$ cat src/rtl/rng_csr_pkg.sv
// Package: register offsets and field positions shared by the
// random-number register block and its sub-blocks.
package rng_csr_pkg;
    localparam int BUS_W        = 32;
    localparam int OFF_STATUS   = 'h10;
    localparam int OFF_CTRL     = 'h14;
    localparam int OFF_CFG      = 'h18;
    localparam int OFF_THRESH   = 'h1C;
    localparam int OFF_REV      = 'h7C;
    localparam int CTRL_EN_BIT  = 10;
    localparam int CTRL_TST_BIT = 8;
    localparam int CFG_MAX_LSB  = 16;
    localparam int REV_MAJ_LSB  = 24;
    localparam int REV_MIN_LSB  = 20;
    localparam int REV_PAT_LSB  = 16;
endpackage

$ cat src/rtl/rng_result_buf.sv
// Module: rng_result_buf
// Holds one generator result as NUM_WORDS words plus a ready flag.
// Assumes: a capture happens only while enabled and ready is clear;
// the ready flag is cleared by an acknowledge pulse from the bus decode.
module rng_result_buf #(
    parameter int WORD_W    = 32,
    parameter int NUM_WORDS = 4,
    localparam int RES_W    = WORD_W * NUM_WORDS
) (
    input  logic             clk,
    input  logic             rst_n,
    input  logic             gen_en,
    input  logic             gen_valid,
    input  logic [RES_W-1:0] gen_data,
    input  logic             ack_ready,
    output logic             gen_ready,
    output logic             ready,
    output logic [RES_W-1:0] words
);
    logic ready_q;
    logic take;

    // Handshake: accept only when enabled and the previous result is consumed
    always_comb begin
        gen_ready = gen_en && !ready_q;
        take      = gen_ready && gen_valid;
    end

    // Ready flag: set by a capture, cleared by acknowledge; capture has priority
    always_ff @(posedge clk) begin
        if (!rst_n)         ready_q <= 1'b0;
        else if (take)      ready_q <= 1'b1;
        else if (ack_ready) ready_q <= 1'b0;
    end

    genvar w;
    generate
        for (w = 0; w < NUM_WORDS; w++) begin : g_word
            logic [WORD_W-1:0] word_q;
            // Word storage: load its slice of the result on capture
            always_ff @(posedge clk) begin
                if (!rst_n)    word_q <= '0;
                else if (take) word_q <= gen_data[w*WORD_W +: WORD_W];
            end
            assign words[w*WORD_W +: WORD_W] = word_q;
        end
    endgenerate

    assign ready = ready_q;

    AST_READY_FREEZES_WORDS: assert property (@(posedge clk) disable iff (!rst_n)
        ready_q |=> $stable(words));
    AST_CAPTURE_SETS_READY: assert property (@(posedge clk) disable iff (!rst_n)
        (gen_ready && gen_valid) |=> (ready_q && words == $past(gen_data)));
    AST_ACK_CLEARS_READY: assert property (@(posedge clk) disable iff (!rst_n)
        (ready_q && ack_ready) |=> !ready_q);
    AST_IDLE_WHEN_DISABLED: assert property (@(posedge clk) disable iff (!rst_n)
        (!gen_en && !ready_q) |=> !ready_q);
endmodule

$ cat src/rtl/rng_alarm_stat.sv
// Module: rng_alarm_stat
// Sticky alarm status bits with write-one-to-clear and a masked interrupt.
// Assumes: pulses are single-cycle events; a set in the same cycle as a
// clear keeps the bit set so no event is lost.
module rng_alarm_stat #(
    parameter int NUM_ALARMS = 7
) (
    input  logic                  clk,
    input  logic                  rst_n,
    input  logic [NUM_ALARMS-1:0] pulse,
    input  logic [NUM_ALARMS-1:0] clr,
    input  logic [NUM_ALARMS-1:0] en,
    output logic [NUM_ALARMS-1:0] status,
    output logic                  irq
);
    logic [NUM_ALARMS-1:0] stat_q;

    // Status update: clear acknowledged bits, then merge new events
    always_ff @(posedge clk) begin
        if (!rst_n) stat_q <= '0;
        else        stat_q <= (stat_q & ~clr) | pulse;
    end

    // Interrupt: any pending alarm whose enable is set
    always_comb irq = |(stat_q & en);

    assign status = stat_q;

    AST_PULSE_SETS_BIT: assert property (@(posedge clk) disable iff (!rst_n)
        (pulse != '0) |=> ((stat_q & $past(pulse)) == $past(pulse)));
    AST_BIT_STICKY: assert property (@(posedge clk) disable iff (!rst_n)
        (clr == '0) |=> ((stat_q & $past(stat_q)) == $past(stat_q)));
    AST_IRQ_QUIET: assert property (@(posedge clk) disable iff (!rst_n)
        (stat_q == '0) |-> !irq);
endmodule

$ cat src/rtl/rng_cfg_bank.sv
// Module: rng_cfg_bank
// Control, refill configuration and threshold storage for the generator.
// Assumes: write strobes come from the bus decode, one at a time.
module rng_cfg_bank
    import rng_csr_pkg::*;
#(
    parameter int NUM_ALARMS = 7,
    parameter int MAX_W      = 16,
    parameter int MIN_W      = 8,
    parameter int THR_W      = 8
) (
    input  logic                  clk,
    input  logic                  rst_n,
    input  logic                  wr_ctrl,
    input  logic                  wr_cfg,
    input  logic                  wr_thr,
    input  logic [BUS_W-1:0]      wdata,
    output logic                  gen_en,
    output logic                  test_mode,
    output logic [NUM_ALARMS-1:0] alarm_en,
    output logic [MAX_W-1:0]      refill_max,
    output logic [MIN_W-1:0]      refill_min,
    output logic [THR_W-1:0]      thresh
);
    // Control word: enable, test select and per-alarm interrupt enables
    always_ff @(posedge clk) begin
        if (!rst_n) begin
            gen_en    <= 1'b0;
            test_mode <= 1'b0;
            alarm_en  <= '0;
        end else if (wr_ctrl) begin
            gen_en    <= wdata[CTRL_EN_BIT];
            test_mode <= wdata[CTRL_TST_BIT];
            alarm_en  <= wdata[NUM_ALARMS:1];
        end
    end

    // Refill cycle bounds
    always_ff @(posedge clk) begin
        if (!rst_n) begin
            refill_max <= '0;
            refill_min <= '0;
        end else if (wr_cfg) begin
            refill_max <= wdata[CFG_MAX_LSB +: MAX_W];
            refill_min <= wdata[MIN_W-1:0];
        end
    end

    // Alarm threshold
    always_ff @(posedge clk) begin
        if (!rst_n)      thresh <= '0;
        else if (wr_thr) thresh <= wdata[THR_W-1:0];
    end

    AST_CFG_HOLDS: assert property (@(posedge clk) disable iff (!rst_n)
        !wr_cfg |=> ($stable(refill_max) && $stable(refill_min)));
    AST_CTRL_HOLDS: assert property (@(posedge clk) disable iff (!rst_n)
        !wr_ctrl |=> ($stable(gen_en) && $stable(alarm_en)));
endmodule

$ cat src/rtl/rng_csr.sv
// Module: rng_csr (top)
// Register front end of a random-number source: decodes the 32-bit
// register bus, builds the read mux and ties together result buffer,
// alarm status and configuration bank.
// Assumes: reads are combinational on bus_addr; writes take effect at
// the clock edge where bus_wr is high.
module rng_csr
    import rng_csr_pkg::*;
#(
    parameter int ADDR_W     = 8,
    parameter int NUM_WORDS  = 4,
    parameter int NUM_ALARMS = 7,
    parameter int MAX_W      = 16,
    parameter int MIN_W      = 8,
    parameter int THR_W      = 8,
    parameter logic [3:0] REV_MAJOR = 4'd1,
    parameter logic [3:0] REV_MINOR = 4'd2,
    parameter logic [3:0] REV_PATCH = 4'd3,
    localparam int RES_W     = BUS_W * NUM_WORDS
) (
    input  logic                  clk,
    input  logic                  rst_n,
    input  logic                  bus_wr,
    input  logic [ADDR_W-1:0]     bus_addr,
    input  logic [BUS_W-1:0]      bus_wdata,
    output logic [BUS_W-1:0]      bus_rdata,
    input  logic                  gen_valid,
    input  logic [RES_W-1:0]      gen_data,
    output logic                  gen_ready,
    input  logic [NUM_ALARMS-1:0] alarm_pulse,
    output logic                  irq,
    output logic                  gen_enable,
    output logic                  test_mode,
    output logic [MAX_W-1:0]      refill_max,
    output logic [MIN_W-1:0]      refill_min,
    output logic [THR_W-1:0]      alarm_thresh
);
    localparam logic [BUS_W-1:0] REV_WORD =
        (BUS_W'(REV_MAJOR) << REV_MAJ_LSB) |
        (BUS_W'(REV_MINOR) << REV_MIN_LSB) |
        (BUS_W'(REV_PATCH) << REV_PAT_LSB);

    logic                  sel_status, sel_ctrl, sel_cfg, sel_thr, sel_rev;
    logic                  wr_status, wr_ctrl, wr_cfg, wr_thr;
    logic                  ready;
    logic [RES_W-1:0]      words;
    logic [NUM_ALARMS-1:0] alarm_stat, alarm_en, alarm_clr;
    logic                  hit;

    // Address decode for the fixed registers
    always_comb begin
        sel_status = (bus_addr == ADDR_W'(OFF_STATUS));
        sel_ctrl   = (bus_addr == ADDR_W'(OFF_CTRL));
        sel_cfg    = (bus_addr == ADDR_W'(OFF_CFG));
        sel_thr    = (bus_addr == ADDR_W'(OFF_THRESH));
        sel_rev    = (bus_addr == ADDR_W'(OFF_REV));
        wr_status  = bus_wr && sel_status;
        wr_ctrl    = bus_wr && sel_ctrl;
        wr_cfg     = bus_wr && sel_cfg;
        wr_thr     = bus_wr && sel_thr;
        alarm_clr  = wr_status ? bus_wdata[NUM_ALARMS:1] : '0;
    end

    rng_result_buf #(
        .WORD_W    (BUS_W),
        .NUM_WORDS (NUM_WORDS)
    ) u_buf (
        .clk       (clk),
        .rst_n     (rst_n),
        .gen_en    (gen_enable),
        .gen_valid (gen_valid),
        .gen_data  (gen_data),
        .ack_ready (wr_status && bus_wdata[0]),
        .gen_ready (gen_ready),
        .ready     (ready),
        .words     (words)
    );

    rng_alarm_stat #(
        .NUM_ALARMS (NUM_ALARMS)
    ) u_alarm (
        .clk    (clk),
        .rst_n  (rst_n),
        .pulse  (alarm_pulse),
        .clr    (alarm_clr),
        .en     (alarm_en),
        .status (alarm_stat),
        .irq    (irq)
    );

    rng_cfg_bank #(
        .NUM_ALARMS (NUM_ALARMS),
        .MAX_W      (MAX_W),
        .MIN_W      (MIN_W),
        .THR_W      (THR_W)
    ) u_cfg (
        .clk        (clk),
        .rst_n      (rst_n),
        .wr_ctrl    (wr_ctrl),
        .wr_cfg     (wr_cfg),
        .wr_thr     (wr_thr),
        .wdata      (bus_wdata),
        .gen_en     (gen_enable),
        .test_mode  (test_mode),
        .alarm_en   (alarm_en),
        .refill_max (refill_max),
        .refill_min (refill_min),
        .thresh     (alarm_thresh)
    );

    // Read mux: data words, then fixed registers; anything else reads zero
    always_comb begin
        bus_rdata = '0;
        hit       = 1'b0;
        for (int i = 0; i < NUM_WORDS; i++) begin
            if (bus_addr == ADDR_W'(4 * i)) begin
                bus_rdata = words[i*BUS_W +: BUS_W];
                hit       = 1'b1;
            end
        end
        if (sel_status) begin
            bus_rdata = BUS_W'({alarm_stat, ready});
            hit       = 1'b1;
        end
        if (sel_ctrl) begin
            bus_rdata = (BUS_W'(gen_enable) << CTRL_EN_BIT) |
                        (BUS_W'(test_mode)  << CTRL_TST_BIT) |
                        (BUS_W'(alarm_en)   << 1);
            hit       = 1'b1;
        end
        if (sel_cfg) begin
            bus_rdata = (BUS_W'(refill_max) << CFG_MAX_LSB) | BUS_W'(refill_min);
            hit       = 1'b1;
        end
        if (sel_thr) begin
            bus_rdata = BUS_W'(alarm_thresh);
            hit       = 1'b1;
        end
        if (sel_rev) begin
            bus_rdata = REV_WORD;
            hit       = 1'b1;
        end
    end

    AST_UNMAPPED_READS_ZERO: assert property (@(posedge clk) disable iff (!rst_n)
        !hit |-> (bus_rdata == '0));
    AST_READY_NO_IRQ: assert property (@(posedge clk) disable iff (!rst_n)
        (alarm_stat == '0) |-> !irq);
    AST_REV_CONSTANT: assert property (@(posedge clk) disable iff (!rst_n)
        sel_rev |-> (bus_rdata == REV_WORD));
endmodule

$ cat config.mk
export PLATFORM = sky130hd
export DESIGN_NAME = rng_csr
export DESIGN_NICKNAME = d
export VERILOG_FILES = /design/src/rtl/rng_csr_pkg.sv /design/src/rtl/rng_result_buf.sv /design/src/rtl/rng_alarm_stat.sv /design/src/rtl/rng_cfg_bank.sv /design/src/rtl/rng_csr.sv
export SDC_FILE = /design/constraint.sdc
export NUM_CORES = 1
export LEC_CHECK = 0
export ABC_AREA = 1
export BUFFER_PORTS_ARGS = -buffer_cell sky130_fd_sc_hd__buf_4
export CAP_MARGIN = 20
export CORE_MARGIN = 4
export CORE_UTILIZATION = 55
export DETAILED_ROUTE_END_ITERATION = 7
export PLACE_DENSITY = 0.91
export RECOVER_POWER = 50
export SETUP_SLACK_MARGIN = 0.2
export SYNTH_ARGS = -nofsm -noshare
export SYNTH_HDL_FRONTEND = slang
export SYNTH_SLANG_ARGS = --single-unit
$ cat constraint.sdc
create_clock -name clk -period 2.8 [get_ports clk]
set_input_delay 0.14 -clock clk [delete_from_list [all_inputs] [get_ports clk]]
set_output_delay 0.14 -clock clk [all_outputs]
set_load 0.005 [all_outputs]
==> results of run 1 <==
-- report_power, final --
part           switching, mW  total (mW)  internal, mW
Combinational          0.173       0.404         0.231
Sequential           0.00847        2.54          2.53
Clock                  0.983        2.41          1.43
-- layout make-up --
| cell class | count | area (sq um) |
|---|---|---|
| flip-flops and latches | 177 | 3540 |
| multi-input cells | 705 | 3410 |
| fillers | 1016 | 3220 |
| repair buffers | 308 | 2450 |
| clock buffers | 23 | 498 |
| inverters | 97 | 370 |
| well taps | 180 | 225 |
| clock inverters | 9 | 104 |
| diodes | 1 | 2.50 |
-- metrics by stage --
stage	area, sq um	hold slack, ps
floorplan	7720	257
global placement	9530	347
detailed placement	9530	352
CTS	10700	0.101
global route	10600	4.97
finish	10600	7.45
-- registers in the layout (all words and copies together), names as in the netlist --
signal	flops
u_buf.g_word.word_q	128
u_cfg.refill_max	16
u_cfg.refill_min	8
u_cfg.thresh	8
u_alarm.status	7
u_cfg.alarm_en	7
u_buf.ready	1
u_cfg.gen_en	1
u_cfg.test_mode	1
-- Yosys cell counts (all sizes together) --
library cell	n
nand3	143
dfxtp	177
o211ai	9
o21ai	107
a221oi	1
nand2	190
clkinv	1
o221ai	11
o22ai	11
clkbuf	48
nand4	2
o21bai	8
a21oi	190
inv	96
a32oi	1
a22o	1
nor2	30
nor3b	1
buf	31
-- cell families after synthesis --
kind of cell    Yosys count  share of synthesized area [%]
simple gates            366                           21.1
buf+inv                 176                           9.55
flops                   177                           45.9
compound gates          339                           23.4
-- timing repair --
action,CTS,global route
hold buffers,53,0
hold endpoints to repair,53,0
resized for setup,0,0
-- worst paths after layout --
path	slack, ps	start	endpoint	depth (start not counted)
worst max-delay path	520	bus_addr[1]	bus_rdata[5]	12
worst min-delay path	7	gen_data[38]	u_buf.g_word[1].word_q[6]	3
worst max register to register	540	u_cfg.gen_en	u_buf.g_word[1].word_q[12]	6
worst min register to register	450	u_buf.g_word[3].word_q[11]	u_buf.g_word[3].word_q[11]	2
-- cells in the final DEF (no fill, tap or decap), types with 2 or more instances in the layout --
cell type and n:
o221ai_1 11, clkinvlp_4 2, dlygate4sd3_1 53, nand4_1 2
nand2_4 2, inv_1 89, inv_2 5, dfxtp_1 177
clkbuf_4 34, buf_4 215, bufinv_16 2, clkbuf_8 5
buf_12 2, a21oi_1 190, clkinv_2 5, o21ai_0 106
nand2_1 186, o21bai_1 8, clkbuf_1 5, nor2_1 28
clkbuf_16 17, nand2_2 2, o211ai_1 9, nand3_1 143
o22ai_1 11
-- tightest hold or removal path: stages --
cell and delay [ps]:
buf_4 110, nand3_1 70, a21oi_1 60
-- layer usage --
metal  part of all wire (%)  routed length (um)  track usage [%]  vias up
met4                    4.3                1120             15.4        0
met3                    9.8                2570             6.95       91
met2                     45               11900             47.8      495
li1                       -                   -                -     4063
met1                     41               10700             41.9     3856
met5                      0                   0                0        -
==> out/metrics.yaml, run 1 <==
floorplanning:
  io_pins: 247
  rows: 43
  dieArea_sq_um: 16000
  core_sq_um: 13800
  die_w_um: 126
  initial_core_util_pct: 55.8
  die_h_um: 126
synth:
  syn_nets: 1237
  netlist_area_sq_um: 7720
  ys_types: 29
  yosys.area.top_type: "dfxtp_1"
  synth_top_area_share_pct: 45.9
  ys_ff_latch: 177
  yosysWarningCount: 0
  yosys-top-cells-area: "dfxtp_1 46%, a21oi_1 12%, nand3_1 9.3%"
  synth_cells: 1058
  ys_seq_area_share_pct: 45.9
  synth.avg_cell_area_sq_um: 7.30
detailed_routing:
  drt_wl_total_mm: 26.3
  drt_pass1_iterations: 6
  ant_nets: 0
  post-route-drc-count: 0
  routedWlPerCell_um: 17.5
  vias_per_cell: 5.67
  vias: 8505
  drtIter0Drc: 974
critical_path:
  path_delay_family: "simple AND/OR/NAND/NOR gates"
  cpMostUsedCell: "nand2_1"
  crit_type: "in -> out"
  slowest_stage: "nand2_1"
  path_cells: "clkbuf_4 -> inv_1 -> nand2_1 -> nor2_1 -> buf_4 -> nand2_1 -> inv_6 -> a21oi_1 -> nand3_1 -> nand2_1 -> inv_1 -> buf_4"
  start_kind: "input pin"
  cp_slowest_stage_delay_ps: 470
  cp.required_ps: 2660
  cp_num_buf_inv: 6
  crit_arrival_ps: 2140
  crit_path_end_kind: "primary output"
  cp_max_fo: 19
sta:
  tightestPinTransition_ps: 1130
  fin_tns_setup_ps: 0
  slew_violations: 0
  rsz0062_at_grt: "no"
  finClkSkew_ps: 12.6
  setup_violations: 0
  fin_crit_sh_pct: 81.4
  fmax_mhz: 439
  slew_headroom_pct: 24.2
  fin_crit_ps: 2280
  hold_viol: 0
  worst_slack_ps: 520
min_path:
  hp-class: "in -> reg"
cells_and_area:
  nets: 1485
  drive_gt1_share_pct: 22.5
  fin_util_pct: 76.7
  areaGrowthSynthToFinish_pct: 37.4
  finalNonFillerCells: 1500
global_routing:
  grt-ovfl-total: 0
  antenna_found_initial: 1
  first_global_vias: 7953
  grt_max_degree: 81
  grt_use_total_pct: 31.3
  grt_pass1_wl_mm: 40.3
run_status:
  outcome: "finished, final reports clean"
power:
  p_per_area_nw_per_um2: 505
  irDropWorstVdd_v: 0.000426
  power.total_mw: 5.35
  p_leak_nw: 4.21
flow_run:
  cap_viol_max_count: 0
placed_design:
  dpl.hpwl_mm: 17.3
  dpl_worst_slack_ps: 757
  place_congestion: 0.934
  io_buffers: 240
  dp.cells: 1414
clock_network:
  root_buffer: "clkbuf_16"
  cts_setup_buffers: 0
  cts_buffers: 17
  insertion_delay_ps: 430
  htreeDepth: 4
  cts.path.max_buffers: 2
  clk_pin_slew_worst_paths_ps: 60
  cts_tree: "yes"
  cts.sinks: 177
Note: power is estimated with default switching activity, not from simulation.
==> run 2: changes to the inputs <==
- ABC_AREA: 1 -> 0
- CORE_UTILIZATION: 55 -> 52
- PLACE_DENSITY: 0.91 -> 0.87
- clock period: 2.8 -> 2.3 ns (I/O delays scaled with it)
==> run 2 against run 1 <==
Against the previous run: total power grew 29%; worst hold slack gained 95 ps; clock-buffer cell count shrank 3; flip-flop and latch count is the same; sequential share of layout area shrank 4.8 points; synthesized cell count shrank 6.5%; routed wire length grew 24%; largest power group unchanged; highest routed layer unchanged.
==> out/metrics.yaml, run 2 <==
synth:
  yosys-top-cells-area: "dfxtp_1 43%, nand2_1 15%, a21boi_0 15%"
  ys_ff_latch: 177
  ys.flop_type: "dfxtp_1"
  yosys.area.top_type: "dfxtp_1"
  ys_seq_area_share_pct: 43.4
  synthArstFlopShare_pct: 0
  synth.avg_cell_area_sq_um: 8.25
  yosysWarningCount: 0
  synth_top_area_share_pct: 43.4
  ys_types: 52
  synthTopCellsByCount: "326 x nand2_1, 177 x dfxtp_1, 160 x a21boi_0, 64 x clkbuf_1"
  yosysMostFrequentCell: "nand2_1"
  synth_edf_count: 0
  syn_nets: 1168
  synth_cells: 989
  netlist_area_sq_um: 8160
critical_path:
  cp_slowest_stage_delay_ps: 780
  crit_arrival_ps: 2120
  cp.required_ps: 2180
  crit_path_end_kind: "primary output"
  crit_type: "in -> out"
  start_kind: "input pin"
  path_delay_family: "simple AND/OR/NAND/NOR gates"
  cp_num_buf_inv: 3
  cp_max_fo: 14
  cpMostUsedCell: "buf_4"
  slowest_stage: "nor2b_1"
  path_cells: "buf_4 -> nor2b_1 -> buf_4 -> nand2_1 -> a21oi_2 -> a221o_1 -> buf_4"
clock_network:
  cts_tree: "yes"
  cts_setup_buffers: 0
  cts_buffers: 17
  root_buffer: "clkbuf_16"
  cts.sinks: 177
  insertion_delay_ps: 450
  htreeDepth: 4
  cts.path.max_buffers: 2
  clk_pin_slew_worst_paths_ps: 70
sta:
  setup_violations: 0
  fin_crit_ps: 2240
  fmax_mhz: 447
  hold_viol: 0
  rsz0062_at_grt: "yes"
  tightestPinTransition_ps: 981
  slew_violations: 0
  fin_crit_sh_pct: 97.3
  finClkSkew_ps: 11.7
  fin_tns_setup_ps: 0
  slew_headroom_pct: 34.0
cells_and_area:
  multiInputGateArea_sq_um: 4280
  largestRegisters: "u_buf.g_word.word_q: 128 flops, u_cfg.refill_max: 16 flops"
  nets: 1539
  areaGrowthSynthToFinish_pct: 51.6
  nFillCells: 906
  fin_util_pct: 80.8
  largest_register_ff_count: 128
  final_common_cell: "nand2_1"
  final_cell_mix: "324 x nand2_1, 225 x buf_4, 177 x dfxtp_1, 161 x dlygate4sd3_1, 160 x a21boi_0"
  largest-register: "u_buf.g_word.word_q"
  drive_gt1_share_pct: 22.6
  regArea_sq_um: 3540
global_routing:
  grt_use_total_pct: 35.4
  first_global_vias: 9582
  antenna_found_initial: 2
  grt_max_degree: 92
  grt-ovfl-total: 0
  grt_pass1_wl_mm: 49.9
power:
  p_leak_nw: 4.83
  p_per_area_nw_per_um2: 557
  power.total_mw: 6.89
  irDropWorstVdd_v: 0.000575
detailed_routing:
  vias: 9336
  drtIter0Drc: 1171
  post-route-drc-count: 0
  ant_nets: 0
  drt_wl_total_mm: 32.5
  vias_per_cell: 5.90
  routedWlPerCell_um: 20.5
  drt_pass1_iterations: 8
floorplanning:
  dieArea_sq_um: 17800
  io_pins: 247
  initial_core_util_pct: 53.3
  die_w_um: 133
  die_h_um: 133
  core_sq_um: 15300
  rows: 45
placed_design:
  place_congestion: 0.890
  dpl.hpwl_mm: 18.1
  io_buffers: 240
flow_run:
  cap_viol_max_count: 0
run_status:
  outcome: "finished, final reports clean"
min_path:
  hp-class: "in -> reg"
[run 2: cell types whose count changed after synthesis, moves of 16 or more]
cell      before  now
a21boi_0       0  160
a21oi_1      190   28
clkbuf_1      48   64
inv_1         88    8
mux2i_1        0   28
nand2_1      183  326
nand3_1      143    2
nor2b_1        0   21
o21ai_0      104   16
[run 2: layer usage]
layer  track usage (%)  routed length, um  up-vias
met5                 0                  0        -
met4              23.9               2070        0
met3              8.53               3280      190
met2              60.5              15900      705
met1              39.0              11300     4286
li1                  -                  -     4155
[run 2: final timing paths]
kind	startpoint	end	slack, ps	cells past startpoint
max	bus_addr[2]	bus_rdata[28]	60	7
min	rst_n	u_alarm.status[6]	100	2
max reg2reg	u_cfg.gen_en	u_buf.g_word[0].word_q[25]	220	5
min reg2reg	u_buf.g_word[2].word_q[10]	u_buf.g_word[2].word_q[10]	460	2
[run 2: timing repair]
item / CTS / global route
hold endpoints to repair: 176 / 0
resized for setup: 0 / 4
hold buffers: 161 / 0
setup endpoints to repair: 0 / 8
[run 2: cells by family (layout without fill, tap and decap cells)]
group                  count (synthesis)  after routing  synth area share [%]
AND/OR/NAND/NOR                      399            399                  20.6
buffers and inverters                 88            469                  4.39
multiplexers                          34             34                  4.40
AO/OA/AOI/OAI                        291            291                  27.2
flip-flops                           177            177                  43.4
other                                  0              2                     0
[run 2: cell type report]
type / count / area share (%)
clock inverters: 9 / 1.08
inverters: 9 / 0.273
diodes: 2 / 0.0405
repair buffers: 431 / 29.4
flip-flops and latches: 177 / 28.6
well taps: 211 / 2.13
multi-input cells: 724 / 34.6
clock buffers: 20 / 3.77
[run 2: stage by stage]
| stage | worst slack, ps | instance area, sq um | instances | hold slack, ps |
|---|---|---|---|---|
| 2_1_floorplan | 672 | 8160 | 989 | 239 |
| 6_report | 61.3 | 12400 | 1583 | 102 |
| 5_1_grt | 74.5 | 12400 | 1583 | 138 |
| 3_5_place_dp | 160 | 10200 | 1391 | 325 |
| 3_3_place_gp | 223 | 10200 | 1391 | 324 |
| 4_1_cts | 280 | 12400 | 1581 | 95.0 |
[run 2: report_power, final]
| group | leakage, nW | switching (mW) | total, mW | internal [mW] |
|---|---|---|---|---|
| clock network | 0.294 | 1.26 | 3.04 | 1.78 |
| registers | 1.43 | 0.0100 | 3.08 | 3.07 |
| logic | 3.11 | 0.294 | 0.763 | 0.468 |
==> run 3: changes to the inputs <==
- CORE_UTILIZATION: 52 -> 47
- PLACE_DENSITY: 0.87 -> 0.83
- clock period: 2.3 -> 1.8 ns (I/O delays scaled with it)
==> run 3 against run 2 <==
Against the previous run: the run now ends with negative setup slack left; clock skew increased by 2.3 ps; total power grew 26%; routed wire length increased by 12%; design area up 7.9%; critical path type unchanged; highest routed layer is now met5.
==> out/metrics.yaml, run 3 (synthesis gave the netlist of run 2 again) <==
placed_design:
  post_dp_cell_area_sq_um: 10500
  dpl_worst_slack_ps: -109
  dpl.hpwl_mm: 19.3
  io_buffers: 240
  place_congestion: 0.910
clock_network:
  cts.sinks: 177
  insertion_delay_ps: 440
  root_buffer: "clkbuf_16"
  clk_pin_slew_worst_paths_ps: 70
  cts.path.max_buffers: 2
  htreeDepth: 4
  cts_tree: "yes"
  cts_buffers: 17
cells_and_area:
  areaGrowthSynthToFinish_pct: 63.5
  nets: 1586
  final_cell_mix: "324 x nand2_1, 253 x buf_4, 172 x dfxtp_1, 161 x dlygate4sd3_1, 157 x a21boi_0"
  largest-register: "u_buf.g_word.word_q"
  largest_register_ff_count: 128
  largestRegisters: "u_buf.g_word.word_q: 128 flops, u_cfg.refill_max: 16 flops"
  drive_gt1_share_pct: 28.9
  final_area_sq_um: 13300
  final_common_cell: "nand2_1"
min_path:
  hp-class: "in -> reg"
  holdPathStages: 4
  holdCritStartpoint: "gen_valid"
floorplanning:
  initial_core_util_pct: 48.5
  io_pins: 247
  core_sq_um: 16800
  die_h_um: 140
  die_w_um: 140
  dieArea_sq_um: 19500
  rows: 47
critical_path:
  rrSetupSlack_ps: -110
  cp.required_ps: 1710
  slowest_stage: "or2_4"
  crit_type: "in -> out"
  cp_max_fo: 9
  r2r_start: "u_cfg.gen_en"
  path_delay_family: "buffers and inverters"
  startpoint: "bus_addr[1]"
  cp_slowest_stage_delay_ps: 320
  ff2ff_path_depth: 6
  cpMostUsedCell: "buf_4"
  start_kind: "input pin"
  cp_num_buf_inv: 5
  crit_cells: 9
  crit_arrival_ps: 1830
  path_cells: "buf_4 -> buf_4 -> or2_4 -> buf_4 -> nor3_4 -> buf_6 -> a21oi_1 -> o21ai_2 -> buf_4"
  crit_path_end_kind: "primary output"
sta:
  fmax_mhz: 520
  setup_violations: 30
  slew_violations: 0
  fin_crit_sh_pct: 107
  finClkSkew_ps: 14.0
  worst_slack_ps: -123
  tightestPinTransition_ps: 706
  slew_headroom_pct: 52.5
  rsz0062_at_grt: "yes"
  fin_crit_ps: 1920
  hold_viol: 0
  fin_tns_setup_ps: -1490
power:
  irDropWorstVdd_v: 0.000663
  p_leak_nw: 5.25
  p_per_area_nw_per_um2: 649
detailed_routing:
  vias_per_cell: 6.06
  routedWlPerCell_um: 22.2
  ant_nets: 0
  vias: 9946
  drtIter0Drc: 1302
  drt_pass1_iterations: 6
  post-route-drc-count: 0
  drt_wl_total_mm: 36.5
global_routing:
  first_global_vias: 9914
  grt-ovfl-total: 0
  grt_use_total_pct: 33.1
  antenna_found_initial: 4
  grt_pass1_wl_mm: 52.0
  grt_max_degree: 59
run_status:
  outcome: "complete, but fails checks"
  failed_checks: "negative setup slack"
flow_run:
  cap_viol_max_count: 0
## run 3: cell types whose count changed in the layout (fill, tap and decap cells not counted), sizes merged
cell      before  now
inv            8   12
buf          229  283
or4            2    3
bufinv         3    1
clkbuf        61   52
clkinvlp       1    3
diode          2    1
## run 3: metrics by stage
step           cells  util, %  power [mW]  hold WS (ps)
6_report        1641     79.3        8.66           111
5_1_grt         1641     79.3        8.83           132
4_1_cts         1630     77.6        8.56          88.7
3_5_place_dp    1427     62.5        4.71           301
3_3_place_gp    1427     62.5        4.71           298
2_1_floorplan    989        -        4.27           214
## run 3: worst register-to-register path, stage by stage (launching register included)
cell,delay [ps]
dfxtp_1,360
nor2b_1,160
buf_4,150
nand2_8,150
buf_12,220
nand2_1,100
a21boi_0,590
## run 3: what timing repair did
item	CTS	global route
setup endpoints to repair	32	39
pin swaps	24	11
hold buffers	161	0
hold endpoints to repair	176	0
gates resized for setup	62	44
cloned	4	2
setup buffers	6	8
## run 3: layout make-up
class,instances,area (sq um)
inverter,9,33.8
sequential,177,3550
clock inverter,13,126
fill,907,3480
tap,220,275
antenna,1,2.50
timing repair buffer,477,4250
clock buffer,19,443
multi-input combinational,725,4670
## run 3: per-layer routing
layer | part of all wire, % | track usage [%] | wire length, um | up-vias
met1 | 34 | 36.8 | 12300 | 4536
li1 | - | - | - | 4265
met5 | 0.12 | 0 | 44 | -
met4 | 7.8 | 19.5 | 2860 | 6
met2 | 47 | 55.5 | 17100 | 854
met3 | 12 | 10.8 | 4200 | 285
## run 3: worst paths after layout
path	endpoint
worst max register to register	u_buf.g_word[1].word_q[23]
worst min register to register	u_buf.g_word[0].word_q[6]
worst min-delay path	u_buf.g_word[3].word_q[27]
worst max-delay path	bus_rdata[24]
## run 3: where the power goes
part           leakage [nW]  internal, mW  switching (mW)
registers              1.43          3.93          0.0118
clock network         0.272          1.97            1.67
logic                  3.55         0.654           0.430
